--- src/rtl/supv_pkg.sv ---
package supv_pkg;
  // Multiplier applied to the reset-hold period when no watchdog period is set
  localparam int unsigned WD_DEFAULT_MULT = 10;
  // Extra width of the watchdog count over the configuration width
  localparam int unsigned WD_EXTRA_W = 4;
endpackage

--- src/rtl/supv_wdi_sync.sv ---
module supv_wdi_sync (
  input  logic clk,
  input  logic rst_n,
  input  logic wdi_i,
  input  logic float_i,
  output logic edge_o
);
  // stage[0], stage[1]: synchronizer; stage[2]: previous synchronized level
  logic [2:0] stage;

  always_ff @(posedge clk) begin
    if (!rst_n) stage <= '0;
    else        stage <= {stage[1:0], wdi_i};
  end

  assign edge_o = (stage[2] ^ stage[1]) & ~float_i;
endmodule

--- src/rtl/supv_rst_stretch.sv ---
module supv_rst_stretch #(
  parameter int unsigned CW = 16
) (
  input  logic          clk,
  input  logic          rst_n,
  input  logic          tick_i,
  input  logic          hold_i,
  input  logic          trip_i,
  input  logic [CW-1:0] limit_i,
  output logic          low_o
);
  logic [CW-1:0] cnt_q;
  logic          low_q;
  logic          done;

  assign done  = low_q && tick_i && (cnt_q == limit_i - CW'(1));
  assign low_o = low_q;

  always_ff @(posedge clk) begin
    if (!rst_n) begin
      low_q <= 1'b1;
      cnt_q <= '0;
    end else if (hold_i || trip_i) begin
      low_q <= 1'b1;
      cnt_q <= '0;
    end else if (low_q && tick_i) begin
      if (done) begin
        low_q <= 1'b0;
        cnt_q <= '0;
      end else begin
        cnt_q <= cnt_q + CW'(1);
      end
    end
  end

  assert_uv_holds_reset_R2: assert property (@(posedge clk) disable iff (!rst_n)
    hold_i |=> low_q);
  assert_trip_asserts_reset_R4: assert property (@(posedge clk) disable iff (!rst_n)
    trip_i |=> (low_q && cnt_q == '0));
  assert_count_frozen_no_tick_R12: assert property (@(posedge clk) disable iff (!rst_n)
    (!tick_i && !hold_i && !trip_i) |=> ($stable(cnt_q) && $stable(low_q)));
endmodule

--- src/rtl/supv_wd_timer.sv ---
module supv_wd_timer #(
  parameter int unsigned WW = 20
) (
  input  logic          clk,
  input  logic          rst_n,
  input  logic          tick_i,
  input  logic          run_i,
  input  logic          clr_i,
  input  logic [WW-1:0] limit_i,
  output logic          expire_o
);
  logic [WW-1:0] cnt_q;

  assign expire_o = run_i && !clr_i && tick_i && (cnt_q == limit_i - WW'(1));

  always_ff @(posedge clk) begin
    if (!rst_n)                             cnt_q <= '0;
    else if (!run_i || clr_i || expire_o)   cnt_q <= '0;
    else if (tick_i)                        cnt_q <= cnt_q + WW'(1);
  end

  assert_stopped_timer_cleared_R9: assert property (@(posedge clk) disable iff (!rst_n)
    !run_i |=> (cnt_q == '0));
  assert_edge_restarts_R5: assert property (@(posedge clk) disable iff (!rst_n)
    clr_i |=> (cnt_q == '0));
  assert_timer_frozen_no_tick_R12: assert property (@(posedge clk) disable iff (!rst_n)
    (run_i && !clr_i && !tick_i) |=> $stable(cnt_q));
endmodule

--- src/rtl/supv_rst_wdog.sv ---
module supv_rst_wdog #(
  parameter int unsigned CW = 16,
  localparam int unsigned WW = CW + supv_pkg::WD_EXTRA_W
) (
  input  logic          clk,
  input  logic          rst_n,
  input  logic          tick_i,
  input  logic          uv_i,
  input  logic          wdi_i,
  input  logic          wdi_float_i,
  input  logic          wd_dis_i,
  input  logic [CW-1:0] rst_ticks_i,
  input  logic [WW-1:0] wd_ticks_i,
  output logic          sys_rst_n_o,
  output logic          wdo_n_o
);
  // Effective reset-hold period: zero is raised to one tick
  function automatic logic [CW-1:0] eff_reset(input logic [CW-1:0] r);
    return (r == '0) ? CW'(1) : r;
  endfunction

  // Effective watchdog period: zero selects the default multiple of the reset hold
  function automatic logic [WW-1:0] eff_watchdog(input logic [CW-1:0] r,
                                                 input logic [WW-1:0] w);
    logic [WW-1:0] base;
    base = WW'(eff_reset(r));
    return (w == '0) ? base * WW'(supv_pkg::WD_DEFAULT_MULT) : w;
  endfunction

  logic [CW-1:0] rst_lim_q;
  logic [WW-1:0] wd_lim_q;
  logic          rst_low;
  logic          wdi_edge;
  logic          wd_run;
  logic          wd_expire;
  logic          wdo_q;

  always_ff @(posedge clk) begin
    if (!rst_n) begin
      rst_lim_q <= eff_reset(rst_ticks_i);
      wd_lim_q  <= eff_watchdog(rst_ticks_i, wd_ticks_i);
    end
  end

  supv_wdi_sync u_sync (
    .clk     (clk),
    .rst_n   (rst_n),
    .wdi_i   (wdi_i),
    .float_i (wdi_float_i),
    .edge_o  (wdi_edge)
  );

  supv_rst_stretch #(.CW(CW)) u_stretch (
    .clk     (clk),
    .rst_n   (rst_n),
    .tick_i  (tick_i),
    .hold_i  (uv_i),
    .trip_i  (wd_expire),
    .limit_i (rst_lim_q),
    .low_o   (rst_low)
  );

  assign wd_run = !rst_low && !uv_i && !wdi_float_i && !wd_dis_i;

  supv_wd_timer #(.WW(WW)) u_timer (
    .clk      (clk),
    .rst_n    (rst_n),
    .tick_i   (tick_i),
    .run_i    (wd_run),
    .clr_i    (wdi_edge),
    .limit_i  (wd_lim_q),
    .expire_o (wd_expire)
  );

  always_ff @(posedge clk) begin
    if (!rst_n)                      wdo_q <= 1'b1;
    else if (uv_i)                   wdo_q <= 1'b1;
    else if (wd_expire)              wdo_q <= 1'b0;
    else if (wdi_edge && !rst_low)   wdo_q <= 1'b1;
  end

  assign sys_rst_n_o = !rst_low;
  assign wdo_n_o     = wdo_q;

  assert_uv_sets_flag_R2: assert property (@(posedge clk) disable iff (!rst_n)
    uv_i |=> (wdo_n_o && !sys_rst_n_o));
  assert_expiry_pulls_both_R4: assert property (@(posedge clk) disable iff (!rst_n)
    wd_expire |=> (!wdo_n_o && !sys_rst_n_o));
  assert_edges_ignored_in_reset_R6: assert property (@(posedge clk) disable iff (!rst_n)
    (rst_low && !uv_i) |=> $stable(wdo_n_o));
  assert_flag_sticky_R7: assert property (@(posedge clk) disable iff (!rst_n)
    (!wdo_n_o && !uv_i && !wdi_edge) |=> !wdo_n_o);
  assert_float_keeps_flag_R9: assert property (@(posedge clk) disable iff (!rst_n)
    (wdi_float_i && !uv_i) |=> $stable(wdo_n_o));
  assert_disable_never_expires_R10: assert property (@(posedge clk) disable iff (!rst_n)
    wd_dis_i |-> !wd_expire);
endmodule

--- config.mk ---
export PLATFORM = sky130hd
export DESIGN_NAME = supv_rst_wdog
export DESIGN_NICKNAME = d
export VERILOG_FILES = /design/src/rtl/supv_pkg.sv /design/src/rtl/supv_wdi_sync.sv /design/src/rtl/supv_rst_stretch.sv /design/src/rtl/supv_wd_timer.sv /design/src/rtl/supv_rst_wdog.sv
export SDC_FILE = /design/constraint.sdc
export NUM_CORES = 1
export LEC_CHECK = 0
export BUFFER_PORTS_ARGS = -buffer_cell sky130_fd_sc_hd__buf_2
export CAP_MARGIN = 10
export CELL_PAD_IN_SITES_DETAIL_PLACEMENT = 0
export CELL_PAD_IN_SITES_GLOBAL_PLACEMENT = 2
export CORE_AREA = 5 5 127 141
export DETAILED_ROUTE_END_ITERATION = 8
export DIE_AREA = 0 0 132 146
export PLACE_DENSITY_LB_ADDON = 0.1
export SETUP_SLACK_MARGIN = 0.2
export SLEW_MARGIN = 20
export SYNTH_ARGS = -nofsm -noshare
export SYNTH_HDL_FRONTEND = slang
export SYNTH_HIERARCHICAL = 1
export SYNTH_SLANG_ARGS = --single-unit
--- constraint.sdc ---
create_clock -name clk -period 3.4 [get_ports clk]
set_input_delay 0.34 -clock clk [delete_from_list [all_inputs] [get_ports clk]]
set_output_delay 0.34 -clock clk [all_outputs]
set_load 0.005 [all_outputs]
==> results of run 1 <==
==> flip-flops by register name, summed over array words and instances, names as in the netlist <==
register and count:
u_stretch/low_o 1, rst_lim_q 16, wd_lim_q 20, wdo_n_o 1, u_stretch/cnt_q 16, u_timer/cnt_q 20, u_sync/stage 3
==> per-stage QoR <==
step | util | area (um2) | std cells | total power, mW | setup WS (ns)
finish | 0.3985 | 6475 | 854 | 2.493 | 0.4008
global route | 0.3985 | 6475 | 854 | 2.625 | 0.2140
CTS | 0.3924 | 6375 | 848 | 2.521 | 0.2290
detailed placement | 0.3723 | 6048 | 832 | 1.519 | 0.05966
global placement | 0.3723 | 6048 | 832 | 1.515 | 0.1204
floorplan | - | 5623 | 600 | 1.374 | 0.2290
==> worst paths after layout <==
check | end | cells past startpoint | start | slack (ns)
setup / recovery | u_stretch/cnt_q[1] | 12 | wd_lim_q[6] | 0.40
hold / removal | u_sync/stage[0] | 2 | wdi_i | 0.20
setup reg to reg | u_stretch/cnt_q[1] | 12 | wd_lim_q[6] | 0.40
hold reg to reg | u_sync/stage[1] | 1 | u_sync/stage[0] | 0.44
==> critical path, delay by kind of cell, from the launching register on <==
family / cells / cell delay, ns
compound gates: 3 / 0.40
buf+inv: 1 / 0.17
flops: 1 / 0.45
mux: 1 / 0.38
simple gates: 7 / 1.50
==> cells in the mapped netlist (4+ instances only) <==
cell type  number  area share
ha_1           31       0.069
or3_1           4      0.0044
a211oi_1       18       0.024
and2_1          6      0.0067
nand4b_1        5      0.0078
nand2_1        37       0.025
a21oi_1        15       0.013
nor4_1         18       0.020
nor3_1         20       0.018
nand3b_1        5      0.0067
nor2b_1         4      0.0044
or4b_1          4      0.0071
edfxtp_1       36        0.19
clkbuf_1       24       0.016
inv_1          13      0.0087
a21o_1         19       0.025
o21ai_0         9      0.0080
nor2_1         47       0.031
and3_1          7      0.0078
nand4_1        17       0.019
buf_6           5       0.010
xnor2_1        47       0.073
nand3_1        26       0.023
nor2_2         12       0.013
dfxtp_1        41        0.15
xor2_1         39       0.061
o211ai_1        7      0.0093
==> power groups by stage <==
| stage | clock (mW) | combinational, mW | sequential, mW |
|---|---|---|---|
| 2_1_floorplan | 0 | 0.306 | 1.07 |
| 3_3_place_gp | 0 | 0.436 | 1.08 |
| 3_5_place_dp | 0 | 0.438 | 1.08 |
| 4_1_cts | 1.02 | 0.442 | 1.06 |
| 5_1_grt | 1.06 | 0.502 | 1.07 |
| 6_report | 0.982 | 0.452 | 1.06 |
==> logic make-up after synthesis <==
kind of cell | share of synthesized area
mux | 0.005563
buf+inv | 0.04517
flops | 0.3382
xor+xnor | 0.1340
simple gates | 0.2543
compound gates | 0.1502
fa+ha+maj | 0.07254
==> routing by layer <==
layer | vias up | track usage | routed length (um)
met4 | 0 | 0.05144 | 228
met5 | - | 0 | 0
li1 | 2307 | - | -
met2 | 62 | 0.2553 | 6923
met3 | 17 | 0.03285 | 514
met1 | 2143 | 0.1955 | 6786
==> layout make-up <==
cell class	count	area, um2
Clock buffer	9	225.2
Clock inverter	7	81.33
Fill cell	1625	9772
Inverter	13	48.80
Multi-Input combinational cell	475	3542
Sequential cell	77	1902
Tap cell	204	255.2
Timing Repair Buffer	69	420.4
==> what timing repair did <==
action                                 in CTS  in global routing
buffers inserted                            0                  6
setup endpoints to repair                  14                 17
pin swaps                                   1                  6
gates cloned                                0                  0
resized for setup                           3                 11
endpoints found under the hold margin       0                  0
==> results.tsv, run 1 <==
metric	value	unit
CTS Hold Buffers Added	0	
Async SR Flop Fraction	0	
die area	19270	um2
cell row count	49	
DIE HEIGHT	146	um
detailed-placement wirelength estimate	11.76	mm
power share of the clock group	0.394	
Distinct cells, synth	76	
DRT Pass-1 Iters	4	
hold_ws	0.2042	ns
commonest non-fill, non-tap cells in the layout	47 x xnor2_1, 45 x nor2_1, 44 x buf_2	
Lkg Pwr	2.402	nW
clock sinks	77	
RSZ-0062 raised after global routing	no	
status	completed	
FMAX	333.4	MHz
Worst setup EP type	flop	
maximum root-to-sink buffer count	2	
Crit path required time	3.62	ns
Final setup viols	0	
Mapped Cells	600	
DRC Markers	0	
Worst-Skew Late Latency	0.34	ns
GRT Overall Usage	0.1528	
H-tree levels	3	
Initial Util	0.3461	
routed length per instance	16.92	um
Critical Path AT	3.22	ns
register bit count reported by yosys	77	
fin. max-slew vios	0	
Routed WL	14.45	mm
Final #Nets	720	
global placer's final weighted congestion	0.8357	
chip width	132	um
TritonCTS clock tree	built	
CTS Root Cell	clkbuf_16	
antenna-violating nets left	0	
core area	16250	um2
worst relative slew slack	0.5263	
Cell Area, Synth	5623	um2
worst-path fanout max	3	
Flop pwr share	0.425	
number of diodes	0	
pwr/cell area	385.0	nW/um2
vias per cell	5.303	
post-synthesis net count	675	
vias in the first global route	4687	
CP max-delay cell	edfxtp_1	
post-synthesis sequential area ratio	0.3382	
first-pass GRT wire length	23.93	mm
most common cell after layout, fill and taps aside	xnor2_1	
Worst Max-Slew Pin Slew	0.7051	ns
largest net degree at the start of global routing	38	
Switching Fraction	0.2830	
Final Cycle Share	0.8821	
max cap viols	0	
CP peak stage delay	0.45	ns
Tmin final	2.999	ns
initial drt markers	176	
setup TNS	0	ns
P_sw	705.6	uW
crit-path cells	nor4_4 -> nand4b_2 -> buf_4 -> nor4_4 -> mux2_2 -> o211a_2 -> nor4_4 -> nor2_2 -> and2_1 -> nand3_2 -> o21bai_1 -> o211ai_2	
area delta synth->final	15.15	%
layout cells sized above 1	0.2077	
number of synthesis warnings	6	
Hold Crit Class	in -> reg	
GRT overflow	0	
Final Hold Fails	0	
IO Count	45	
internal power	1.787	mW
critical path type	reg -> reg	
EDFF count, synth	36	
Final Skew	0.008489	ns
Comb pwr share	0.181	
CTS clk-pin slew, worst paths	0.06	ns
CTS buffer count	9	
initial antenna violation count	0	
CP Launch Type	flop	
maximum VDD drop	0.0002505	V
Mean Syn Cell Area	9.371	um2
critical path's most frequent cell	nor4_4	
Port Buf Inserts	44	
Top FF cell, synth	dfxtp_1	
total number of vias	4529	
Power figures use the tool's default switching activity.
==> run 2, diff against run 1 <==
==> constraint.sdc (replaced) <==
create_clock -name clk -period 3.4 [get_ports clk]
set_input_delay 1.02 -clock clk [delete_from_list [all_inputs] [get_ports clk]]
set_output_delay 1.02 -clock clk [all_outputs]
set_load 0.005 [all_outputs]
==> run 2 against run 1 <==
Non-clock buffer count is 37 higher. Core utilization is 1.9 points higher. Routed wire length grew 0.61%. Final cell count is 4.3% higher. Hold slack gained 0.24 ns. Sequential share of layout area fell by 1.3 points. Via count rose by 2.5%. First-iteration DRC count up 18%.
==> results.tsv, run 2 (same netlist as run 1, synthesis figures left out) <==
metric	value	unit
Hold EP	u_sync/stage[1]	
antenna-violating nets left	0	
Worst setup EP type	flop	
worst relative slew slack	0.5882	
Reg2Reg Depth	13	
GRT Overall Usage	0.1531	
Worst Max-Slew Pin Slew	0.6161	ns
area delta synth->final	20.58	%
Final Cycle Share	0.9109	
biggest regs	u_timer/cnt_q: 20 flops, wd_lim_q: 20 flops	
clock sinks	77	
routed length per instance	16.32	um
max cap viols	0	
chip width	132	um
DRT Pass-1 Iters	4	
vias in the first global route	4780	
Port Buf Inserts	44	
Critical Path AT	3.30	ns
GRT overflow	0	
status	completed	
Tmin final	3.097	ns
pwr/cell area	363.0	nW/um2
most common cell after layout, fill and taps aside	buf_4	
cell family with most CP delay	simple AND/OR/NAND/NOR gates	
detailed-placement wirelength estimate	11.68	mm
maximum root-to-sink buffer count	2	
Routed WL	14.54	mm
Reg-to-Reg End	u_stretch/cnt_q[1]	
die area	19270	um2
placed cell areas	6337	um2
fillcell total	1614	
Hold Crit Class	reg -> reg	
Final Hold Fails	0	
hold depth	1	
Final Skew	0.007136	ns
CP Buf/Inv Count	1	
Crit path depth	11	
largest net degree at the start of global routing	37	
Final #Nets	757	
IO Count	45	
FMAX	322.9	MHz
TritonCTS clock tree	built	
total number of vias	4643	
core area	16250	um2
CP max-delay cell	or4b_1	
number of diodes	0	
Initial Util	0.3461	
hold_ws	0.4456	ns
CP Launch Type	input port	
commonest non-fill, non-tap cells in the layout	60 x buf_4, 47 x nor2_1, 47 x xnor2_1	
DIE HEIGHT	146	um
CTS clk-pin slew, worst paths	0.06	ns
CTS Hold Buffers Added	0	
critical path's most frequent cell	a21oi_2	
Lkg Pwr	2.587	nW
M1 WL	7.008	mm
Crit path required time	3.60	ns
RSZ-0062 raised after global routing	no	
worst-path fanout max	3	
CTS Root Cell	clkbuf_16	
CTS buffer count	9	
Met3 Wirelength	354	um
H-tree levels	3	
crit-path cells	buf_2 -> nor4_2 -> a41o_1 -> ha_2 -> ha_4 -> fa_2 -> a21oi_2 -> o2111ai_2 -> a21oi_2 -> or4b_1 -> nand4b_1	
worst hold start	u_sync/stage[0]	
Worst-Skew Late Latency	0.34	ns
cell row count	49	
Top Metal Used	met4	
vias per cell	5.211	
fin. max-slew vios	0	
DRC Markers	0	
Overall Power	2.461	mW
initial drt markers	207	
initial antenna violation count	0	
WL met2	7.056	mm
maximum VDD drop	0.0002398	V
layout cells sized above 1	0.2547	
critical path type	in -> reg	
CP peak stage delay	0.50	ns
first-pass GRT wire length	24.27	mm
Final setup viols	0	
cell area after layout	6780	um2
R2R setup slack	0.37	ns
global placer's final weighted congestion	0.8424	
worst flop-to-flop path startpoint	wd_lim_q[13]	
-- run 2: cell types whose count changed in the layout (fill, tap and decap cells not counted), moves of 2 or more --
cell,delta
nor2_2,-2
nor4_1,-3
nor2_1,+2
nor4_2,+2
buf_4,+36
-- run 2: power by group --
group | switching [mW] | leakage [nW] | internal [mW]
registers | 0.0454 | 0.683 | 1.01
logic | 0.267 | 1.77 | 0.242
clock network | 0.397 | 0.130 | 0.497
total | 0.709 | 2.59 | 1.75
-- run 2: worst max-delay path by stage --
stage                          startpoint                 end  slack, ns
after floorplan           rst_ticks_i[12]        wd_lim_q[16]       0.21
after global placement               uv_i  u_stretch/cnt_q[1]      -0.06
after detailed placement             uv_i  u_stretch/cnt_q[1]      -0.17
after CTS                     wd_lim_q[3]  u_stretch/cnt_q[1]       0.22
after global routing         wd_lim_q[13]  u_stretch/cnt_q[1]       0.19
final                     rst_ticks_i[12]        wd_lim_q[16]       0.30
-- run 2: per-stage QoR --
| stage | std cells | TNS, ns | setup slack [ns] | utilization |
|---|---|---|---|---|
| 2_1_floorplan | 600 | 0 | 0.2066 | - |
| 3_3_place_gp | 867 | -0.1106 | -0.06408 | 0.3901 |
| 3_5_place_dp | 867 | -1.459 | -0.1736 | 0.3901 |
| 4_1_cts | 884 | 0 | 0.2154 | 0.4086 |
| 5_1_grt | 891 | 0 | 0.1860 | 0.4173 |
| 6_report | 891 | 0 | 0.3028 | 0.4173 |
-- run 2: per-layer routing --
metal  GRT usage  vias to the layer above
met3     0.02905                        8
met4     0.04372                        0
met2      0.2576                       51
met1      0.1997                     2209
li1            -                     2375
met5           0                        -
-- run 2: worst register-to-register path, delay by kind of cell, from the launching register on --
kind,cells,cell delay (ns)
buf+inv,1,0.17
xor+xnor,1,0.17
simple gates,8,1.51
compound gates,3,0.62
flops,1,0.43
-- run 2: repair_timing --
item / in CTS / in global routing
resized for setup: 3 / 14
endpoints found under the setup margin: 17 / 20
pin swaps: 0 / 9
gates cloned: 0 / 0
setup buffers: 1 / 7
-- run 2: final cells by class --
cell class	count	area, um2	area share
clock buffers	9	225.2	0.03322
clock inverters	7	50.05	0.007381
inverters	13	48.80	0.007197
multi-input cells	475	3588	0.5292
flip-flops and latches	77	1902	0.2805
well taps	204	255.2	0.03765
repair buffers	106	710.7	0.1048
